<file path="src/rtl/blk_lock_pkg.sv">
package blk_lock_pkg;
  localparam int CMD_W = 8;
  localparam logic [CMD_W-1:0] CMD_SETUP    = 8'h60;
  localparam logic [CMD_W-1:0] CMD_LOCK     = 8'h01;
  localparam logic [CMD_W-1:0] CMD_UNLOCK   = 8'hD0;
  localparam logic [CMD_W-1:0] CMD_LOCKDOWN = 8'h2F;
  localparam logic [CMD_W-1:0] CMD_SIG      = 8'h90;
  localparam logic [CMD_W-1:0] CMD_ARRAY    = 8'hFF;

  typedef enum logic [1:0] {OP_NONE, OP_LOCK, OP_UNLOCK, OP_LOCKDOWN} lock_op_e;
  typedef enum logic {ST_IDLE, ST_SETUP} dec_state_e;
endpackage

</file>
<file path="src/rtl/lock_cmd_dec.sv">
module lock_cmd_dec
  import blk_lock_pkg::*;
(
  input  logic             clk_i,
  input  logic             rst_ni,
  input  logic             wr_valid_i,
  input  logic [CMD_W-1:0] wr_data_i,
  output lock_op_e         op_o,
  output logic             sig_mode_o,
  output logic             seq_err_o
);
  dec_state_e state_q, state_d;
  logic       sig_q, sig_d;
  logic       err_d;

  always_comb begin
    state_d = state_q;
    sig_d   = sig_q;
    op_o    = OP_NONE;
    err_d   = 1'b0;
    if (wr_valid_i) begin
      if (state_q == ST_SETUP) begin
        state_d = ST_IDLE;
        unique case (wr_data_i)
          CMD_LOCK:     op_o = OP_LOCK;
          CMD_UNLOCK:   op_o = OP_UNLOCK;
          CMD_LOCKDOWN: op_o = OP_LOCKDOWN;
          default:      err_d = 1'b1;
        endcase
      end else begin
        unique case (wr_data_i)
          CMD_SETUP: state_d = ST_SETUP;
          CMD_SIG:   sig_d   = 1'b1;
          CMD_ARRAY: sig_d   = 1'b0;
          default:   ;
        endcase
      end
    end
  end

  always_ff @(posedge clk_i or negedge rst_ni) begin
    if (!rst_ni) begin
      state_q   <= ST_IDLE;
      sig_q     <= 1'b0;
      seq_err_o <= 1'b0;
    end else begin
      state_q   <= state_d;
      sig_q     <= sig_d;
      seq_err_o <= err_d;
    end
  end

  assign sig_mode_o = sig_q;


  seq_err_src_chk: assert property (@(posedge clk_i) disable iff (!rst_ni)
    seq_err_o |-> ($past(state_q) == ST_SETUP && $past(wr_valid_i)));

  seq_err_pulse_chk: assert property (@(posedge clk_i) disable iff (!rst_ni)
    seq_err_o |-> state_q == ST_IDLE);
endmodule

</file>
<file path="src/rtl/lock_state_array.sv">
module lock_state_array
  import blk_lock_pkg::*;
#(
  parameter int NUM_BLOCKS = 16,
  localparam int BLK_W = (NUM_BLOCKS > 1) ? $clog2(NUM_BLOCKS) : 1
) (
  input  logic                  clk_i,
  input  logic                  rst_ni,
  input  lock_op_e              op_i,
  input  logic [BLK_W-1:0]      op_blk_i,
  input  logic                  wp_ni,
  output logic [NUM_BLOCKS-1:0] lk_eff_o,
  output logic [NUM_BLOCKS-1:0] ld_o
);
  logic [NUM_BLOCKS-1:0] lk_q, ld_q;

  for (genvar i = 0; i < NUM_BLOCKS; i++) begin : g_blk
    localparam logic [BLK_W-1:0] IDX = BLK_W'(i);
    logic hit;
    assign hit = (op_blk_i == IDX);

    always_ff @(posedge clk_i or negedge rst_ni) begin
      if (!rst_ni) begin
        lk_q[i] <= 1'b1;
        ld_q[i] <= 1'b0;
      end else if (hit) begin
        unique case (op_i)
          OP_LOCK:     lk_q[i] <= 1'b1;
          OP_LOCKDOWN: begin lk_q[i] <= 1'b1; ld_q[i] <= 1'b1; end
          OP_UNLOCK:   if (!(ld_q[i] && !wp_ni)) lk_q[i] <= 1'b0;
          default:     ;
        endcase
      end
    end

    // locked-down forces locked while protect pin is low
    assign lk_eff_o[i] = lk_q[i] | (ld_q[i] & ~wp_ni);


    ld_sticky_chk: assert property (@(posedge clk_i) disable iff (!rst_ni)
      ld_q[i] |=> ld_q[i]);

    wp_hold_chk: assert property (@(posedge clk_i) disable iff (!rst_ni)
      (ld_q[i] && lk_q[i] && !wp_ni) |=> lk_q[i]);

    ld_rise_chk: assert property (@(posedge clk_i) disable iff (!rst_ni)
      $rose(ld_q[i]) |-> lk_q[i]);
  end

  assign ld_o = ld_q;
endmodule

</file>
<file path="src/rtl/lock_req_gate.sv">
module lock_req_gate #(
  parameter int NUM_BLOCKS = 16,
  localparam int BLK_W = (NUM_BLOCKS > 1) ? $clog2(NUM_BLOCKS) : 1
) (
  input  logic                  clk_i,
  input  logic                  rst_ni,
  input  logic                  req_valid_i,
  input  logic [BLK_W-1:0]      req_blk_i,
  input  logic [NUM_BLOCKS-1:0] lk_eff_i,
  output logic                  permit_o,
  output logic                  prot_err_o
);
  logic blocked;
  assign blocked  = lk_eff_i[req_blk_i];
  assign permit_o = req_valid_i & ~blocked;

  always_ff @(posedge clk_i or negedge rst_ni) begin
    if (!rst_ni) prot_err_o <= 1'b0;
    else         prot_err_o <= req_valid_i & blocked;
  end


  permit_needs_req_chk: assert property (@(posedge clk_i) disable iff (!rst_ni)
    permit_o |-> req_valid_i);

  prot_err_src_chk: assert property (@(posedge clk_i) disable iff (!rst_ni)
    prot_err_o |-> ($past(req_valid_i) && !$past(permit_o)));
endmodule

</file>
<file path="src/rtl/blk_lock_mgr.sv">
module blk_lock_mgr
  import blk_lock_pkg::*;
#(
  parameter int NUM_BLOCKS = 16,
  localparam int BLK_W = (NUM_BLOCKS > 1) ? $clog2(NUM_BLOCKS) : 1
) (
  input  logic             clk_i,
  input  logic             rst_ni,
  input  logic             wr_valid_i,
  input  logic [BLK_W-1:0] wr_addr_i,
  input  logic [CMD_W-1:0] wr_data_i,
  input  logic             wp_ni,
  input  logic [BLK_W-1:0] query_blk_i,
  output logic [1:0]       status_o,
  output logic             sig_mode_o,
  input  logic             req_valid_i,
  input  logic [BLK_W-1:0] req_blk_i,
  output logic             req_permit_o,
  output logic             prot_err_o,
  output logic             seq_err_o
);
  lock_op_e              op;
  logic [NUM_BLOCKS-1:0] lk_eff, ld;

  lock_cmd_dec u_dec (
    .clk_i      (clk_i),
    .rst_ni     (rst_ni),
    .wr_valid_i (wr_valid_i),
    .wr_data_i  (wr_data_i),
    .op_o       (op),
    .sig_mode_o (sig_mode_o),
    .seq_err_o  (seq_err_o)
  );

  lock_state_array #(.NUM_BLOCKS(NUM_BLOCKS)) u_arr (
    .clk_i    (clk_i),
    .rst_ni   (rst_ni),
    .op_i     (op),
    .op_blk_i (wr_addr_i),
    .wp_ni    (wp_ni),
    .lk_eff_o (lk_eff),
    .ld_o     (ld)
  );

  lock_req_gate #(.NUM_BLOCKS(NUM_BLOCKS)) u_gate (
    .clk_i       (clk_i),
    .rst_ni      (rst_ni),
    .req_valid_i (req_valid_i),
    .req_blk_i   (req_blk_i),
    .lk_eff_i    (lk_eff),
    .permit_o    (req_permit_o),
    .prot_err_o  (prot_err_o)
  );

  assign status_o = sig_mode_o ? {ld[query_blk_i], lk_eff[query_blk_i]} : 2'b00;


  status_mode_chk: assert property (@(posedge clk_i) disable iff (!rst_ni)
    !sig_mode_o |-> status_o == 2'b00);
endmodule

</file>
<file path="config.mk">
export PLATFORM = sky130hd
export DESIGN_NAME = blk_lock_mgr
export DESIGN_NICKNAME = d
export VERILOG_FILES = /design/src/rtl/blk_lock_pkg.sv /design/src/rtl/lock_cmd_dec.sv /design/src/rtl/lock_state_array.sv /design/src/rtl/lock_req_gate.sv /design/src/rtl/blk_lock_mgr.sv
export SDC_FILE = /design/constraint.sdc
export NUM_CORES = 1
export LEC_CHECK = 0
export BUFFER_PORTS_ARGS = -buffer_cell sky130_fd_sc_hd__clkbuf_2
export CORE_ASPECT_RATIO = 0.8
export CORE_UTILIZATION = 50
export DETAILED_ROUTE_END_ITERATION = 10
export HOLD_SLACK_MARGIN = 0.03
export PLACE_DENSITY_LB_ADDON = 0.2
export SYNTH_ARGS = -nofsm -noshare
export SYNTH_HDL_FRONTEND = slang
export SYNTH_SLANG_ARGS = --single-unit
</file>
<file path="constraint.sdc">
create_clock -name clk_i -period 1.9 [get_ports clk_i]
set_input_delay 0.19 -clock clk_i [delete_from_list [all_inputs] [get_ports clk_i]]
set_output_delay 0.19 -clock clk_i [all_outputs]
set_load 0.02 [all_outputs]
</file>
# After elaboration in Yosys (flattened, before gate mapping)
# Cells that the tools add are included.
[totals]
word_cells = 218
reg_bits = 36
in_bits = 25
[op_classes]
order_cmp = 2
reduce_logical = 55
n_mux = 48
eq_ne = 40
bitwise = 37
[ops]
columns = ["cell", "count"]
rows = [
  ["3-bit AND reduction", 17],
  ["1-bit one-hot mux with 2 select lines", 17],
  ["4-bit == test (second input constant)", 8],
  ["2-bit inequality test (second input constant)", 16],
  ["2-bit AND reduction", 16],
  ["8-bit == test (second input constant)", 3],
  ["1-bit 2-to-1 mux", 24],
  ["1-bit bitwise AND", 18],
  ["4-bit by 3-bit == test with 1-bit output (second input constant)", 4],
  ["1-bit logical AND", 16],
  ["1-bit OR", 16],
  ["1-bit binary-select mux with 4-bit select", 3],
  ["4-bit by 5-bit less-than comparator with 1-bit output (second input constant)", 2],
  ["4-bit by 2-bit == test with 1-bit output (second input constant)", 2],
  ["8-bit by 1-bit == test with 1-bit output (second input constant)", 1],
  ["8-bit by 6-bit == test with 1-bit output (second input constant)", 1],
  ["8-bit by 7-bit == test with 1-bit output (second input constant)", 1],
  ["2-bit 2-to-1 mux", 3],
  ["2-bit one-hot mux with 3 select lines", 1],
  ["2-bit == test (second input constant)", 2],
  ["4-bit by 1-bit == test with 1-bit output (second input constant)", 1],
  ["4-bit logical NOT", 1],
  ["2-bit nonzero test", 2],
  ["1-bit inverter", 3],
  ["4 further kinds", 4],
]

# Logic depth before layout (Yosys ltp)
[depth]
depth_word = 8
depth_mapped = 7

# Cells and area by module
# Synthesis repeated with hierarchy kept, for this count alone.
[unflattened]
hier_cells = 197
hier_area_um2 = 2347.3
[by_module_without_submodules]
columns = ["module", "n_inst", "cells_per_inst", "area_each_um2", "seq_area_each_um2"]
rows = [
  ["lock_state_array", 1, 133, 1657.8, 820.8],
  ["blk_lock_mgr", 1, 31, 300.3, 0.0],
  ["lock_cmd_dec", 1, 24, 222.7, 75.1],
  ["lock_req_gate", 1, 9, 166.4, 25.0],
]

# Least setup slack after synthesis
# OpenSTA, ideal clock, no wires.
[synth_path]
kind = "in2out"
start = "in query_blk_i[0]"
end = "out status_o[0]"
arrival_time_ns = 1.588
setup_slack_ns = 0.122
required_ns = 1.710
path_stages = 6
cell_sequence = "buf_6 buf_12 mux4_1 a2111oi_2 nor3_1 o311a_1"
[synth_between]
elab_chain_cells = 3
[synth_lines]
columns = ["item", "line_no", "source"]
rows = [
  ["start, declared", "blk_lock_mgr.sv:13", "input logic [BLK_W-1:0] query_blk_i,"],
  ["1-bit binary-select mux with 4-bit select", "blk_lock_mgr.sv:55", "assign status_o = sig_mode_o ? {ld[query_blk_i], lk_eff[query_blk_i]} : 2'b00;"],
  ["1-bit 2-to-1 mux (implied by the code)", "blk_lock_mgr.sv:55", ""],
  ["2-bit 2-to-1 mux", "blk_lock_mgr.sv:55", ""],
  ["end, declared", "blk_lock_mgr.sv:14", "output logic [1:0] status_o,"],
]
# No other way between the ends. The select of a mux whose other input is x is not followed.

# Worst setup path in the final report
[layout_path]
start = "reg u_arr.ld_q[3], in the netlist u_arr.ld_o[3]"
end = "out status_o[1]"
[layout_between]
elab_chain_cells = 3
[layout_lines]
columns = ["item", "line_no", "source"]
rows = [
  ["start, declared", "lock_state_array.sv:15", "logic [NUM_BLOCKS-1:0] lk_q, ld_q;"],
  ["start signal, assigned by index", "lock_state_array.sv:25", "ld_q[i] <= 1'b0;"],
  ["start signal, assigned by index", "lock_state_array.sv:29", "OP_LOCKDOWN: begin lk_q[i] <= 1'b1; ld_q[i] <= 1'b1; end"],
  ["1-bit binary-select mux with 4-bit select", "blk_lock_mgr.sv:55", ""],
  ["1-bit 2-to-1 mux (implied by the code)", "blk_lock_mgr.sv:55", ""],
  ["2-bit 2-to-1 mux", "blk_lock_mgr.sv:55", ""],
]
# No other way between the ends. The select of a mux whose other input is x is not followed.

==> flow_metrics.py <==
metrics = {
    "route": {
        "drcViolationCount": 0,
        "vias_per_cell": 6.28,
        "vias": 2067,
        "dr.pass1.iters": 4,
        "ant_nets": 0,
        "drt_iter0_drc": 213,
        "wl_um": 6350,
        "routedWlPerCell_um": 19.3,
    },
    "worst_setup_path": {
        "end_kind": "output port",
        "crit_path_top_delay_cell": "mux4_2",
        "crit_fanout": 3,
        "crit_arrival_ns": 1.93,
        "crit_required_ns": 1.71,
        "crit_path_cell_trace": "mux4_2 -> mux4_2 -> and2_4 -> buf_8",
        "critPathMostFrequentCell": "mux4_2",
        "path_class": "reg2out",
        "critPathLaunchType": "flop",
        "critPathMaxStageDelay_ns": 0.47,
    },
    "cells_and_area": {
        "syn2layout_area_growth_pct": 24.6,
        "fillCellCount": 347,
        "antenna_cells": 0,
        "final_net_count": 296,
        "drive_gt1_share_pct": 39.7,
        "final_core_util_pct": 67.5,
        "design_area_um2": 2930,
        "layoutNonFillerInstCount": 329,
    },
    "timing": {
        "fin_crit_ns": 2.12,
        "fmax_mhz": 471,
        "postLayoutSetupSlackWorst_ns": -0.224,
        "fin_skew_ns": 0.00913,
        "tns_ns": -0.417,
        "rsz0062_at_grt": "yes",
        "drv_slew": 0,
        "tightestPinTransition_ns": 0.550,
        "final-setup-viol-count": 2,
        "final.period_utilization_pct": 112,
        "finalHoldViolations": 0,
        "slew_headroom_pct": 63.3,
    },
    "floorplan": {
        "pin_count": 31,
        "fp.coreArea_um2": 4340,
        "die_height_um": 63.3,
        "row_count": 21,
        "start_util_pct": 54.2,
        "die_w_um": 78.6,
        "die_area_um2": 4980,
    },
    "yosys": {
        "synth-simple-area-share_pct": 12.7,
        "ys_warn_count": 0,
        "yosysTopAreaCell": "dfrtp_1",
        "synthTopCellsByArea": "dfrtp_1 (21%), dfstp_2 (18%), mux2i_1 (6.8%), mux4_1 (6.7%), mux4_2 (5.8%)",
        "synthMuxAreaShare_pct": 19.3,
        "yosysSeqAreaShare_pct": 39.2,
        "synth_ff_type": "dfrtp_1",
        "synth_top_cell_area_share_pct": 21.3,
        "synth_xor_area_share_pct": 0,
        "synth-edff-count": 0,
        "syn-cell-area_um2": 2350,
        "synthCells": 214,
        "post-synth-top-count-cell": "dfrtp_1",
        "synth_nets": 239,
        "syn_avg_cell_area_um2": 11.0,
        "synthTopCellsByCount": "dfrtp_1 (20), dfstp_2 (16), mux2i_1 (16), o21bai_1 (16), o21ai_1 (13)",
        "async_flop_share_pct": 100,
        "ys_ff_latch": 36,
        "synth-compound-area-share_pct": 24.1,
        "yosys.area_share.adder_pct": 0,
        "synth_top_family_by_area": "compound AO/OA/AOI/OAI gates",
        "synthDistinctLibCells": 44,
    },
    "clock_network": {
        "cts_max_level": 2,
        "cts_made_buffers": 5,
        "cts.path.max_buffers": 2,
        "cts_sinks": 36,
        "tritoncts": "done",
        "cts_root_buf": "clkbuf_8",
        "cts.reportedPaths.clkPinSlew_ns": 0.08,
        "insertion_delay_ns": 0.29,
    },
    "status": {
        "status": "finished with violations",
        "failed_checks": "negative setup slack",
    },
    "placed_design": {
        "gp_congestion": 0.874,
        "port_buffers": 30,
        "placed_cells": 318,
        "dpl_worst_slack_ns": -0.143,
        "placed_area_um2": 2730,
        "hpwlAfterDp_um": 4810,
    },
    "grt": {
        "met2_usage_pct": 38.9,
        "busiest_layer": "met1",
        "gr-total-overflow": 0,
        "antenna_found_initial": 0,
        "grt_pass1_vias": 1988,
        "grt_pass1_wl_um": 10700,
        "grt_usage_pct": 28.8,
        "grt_max_degree": 17,
        "met1_usage_pct": 46.5,
        "met3_usage_pct": 5.22,
    },
    "power_and_ir_drop": {
        "p_leak_nw": 1.24,
        "cellPowerDensity_nw_per_um2": 565,
        "vdd_drop_max_uv": 527,
    },
    "min_path": {
        "hold_path.class": "in2reg",
    },
    "job": {
        "drv_cap": 0,
    },
}
critical path: cells and delay by family, from the launching register on:
family / cells / cell delay (ns)
flops: 1 / 0.42
simple gates: 1 / 0.17
buf+inv: 1 / 0.12
mux: 2 / 0.94
path summary, 6_finish.rpt:
path / from / to / slack [ns] / cells after the start
setup / recovery: u_arr.ld_o[3]$_DFFE_PN0P_ / status_o[1] / -0.22 / 4
hold / removal: req_valid_i / u_gate.prot_err_o$_DFF_PN0_ / 0.12 / 2
setup reg to reg: u_dec.state_q$_DFFE_PN0P_ / u_arr.ld_o[9]$_DFFE_PN0P_ / 0.38 / 4
hold reg to reg: u_arr.lk_q[4]$_DFFE_PN1P_ / u_arr.lk_q[4]$_DFFE_PN1P_ / 0.49 / 2
max in group asynchronous: rst_ni / u_arr.lk_q[6]$_DFFE_PN1P_ / 1.00 / 3
min in group asynchronous: rst_ni / u_dec.state_q$_DFFE_PN0P_ / 0.34 / 2
metrics by stage:
| stage | total power, mW | hold WS (ns) |
|---|---|---|
| finish | 1.65 | 0.115 |
| global route | 1.71 | 0.125 |
| CTS | 1.66 | 0.114 |
| detailed placement | 0.975 | 0.123 |
| global placement | 0.972 | 0.122 |
| floorplan | 0.892 | -0.106 |
layout make-up:
type / instances / area (um^2) / share of cell area [%]
Multi-Input combinational cell: 158 / 1350 / 46.2
Clock inverter: 3 / 42.5 / 1.45
Tap cell: 57 / 71.3 / 2.44
Sequential cell: 36 / 921 / 31.5
Timing Repair Buffer: 64 / 449 / 15.3
Inverter: 6 / 22.5 / 0.770
Clock buffer: 5 / 68.8 / 2.35
report_power, final:
group	internal, mW	switching [mW]	total [mW]
clock network	0.388	0.290	0.678
logic	0.0806	0.120	0.201
registers	0.771	0.00340	0.774
kinds of logic after synthesis:
family | count (synthesis)
AOI/OAI and AO/OA | 79
buffers and inverters | 20
DFF | 36
muxes | 28
and+or+nand+nor | 51
repair_timing:
action	CTS	global route
endpoints found under the setup margin	2	3
gates resized for setup	14	6
setup buffers	2	0
pin swaps	5	3
hold buffers	1	0
endpoints found under the hold margin	4	0
cell usage in the layout (no fill, tap or decap), drive strengths merged, types with 5 or more instances in the layout:
cell type / Yosys / routed
o211ai: 8 / 8
nor2b: 5 / 5
mux4: 12 / 12
clkbuf: 6 / 33
nand2: 6 / 6
o21ai: 16 / 16
dfstp: 16 / 16
inv: 6 / 6
dfrtp: 20 / 20
o31ai: 12 / 12
a21o: 12 / 12
nand4: 5 / 5
o21bai: 16 / 16
buf: 8 / 35
mux2i: 16 / 16
nor2: 10 / 10
state kept, by name, indices dropped and copies added, names as in the netlist:
name               flops
u_arr.ld_o            16
u_arr.lk_q            16
u_dec.seq_err_o        1
u_dec.sig_mode_o       1
u_dec.state_q          1
u_gate.prot_err_o      1
routing by layer:
layer | vias to the layer above | routed length (um)
met1 | 1007 | 3070
met5 | - | 0
li1 | 962 | -
met4 | 0 | 74
met3 | 8 | 544
met2 | 90 | 2660
Note: power is estimated with default switching activity, not from simulation.
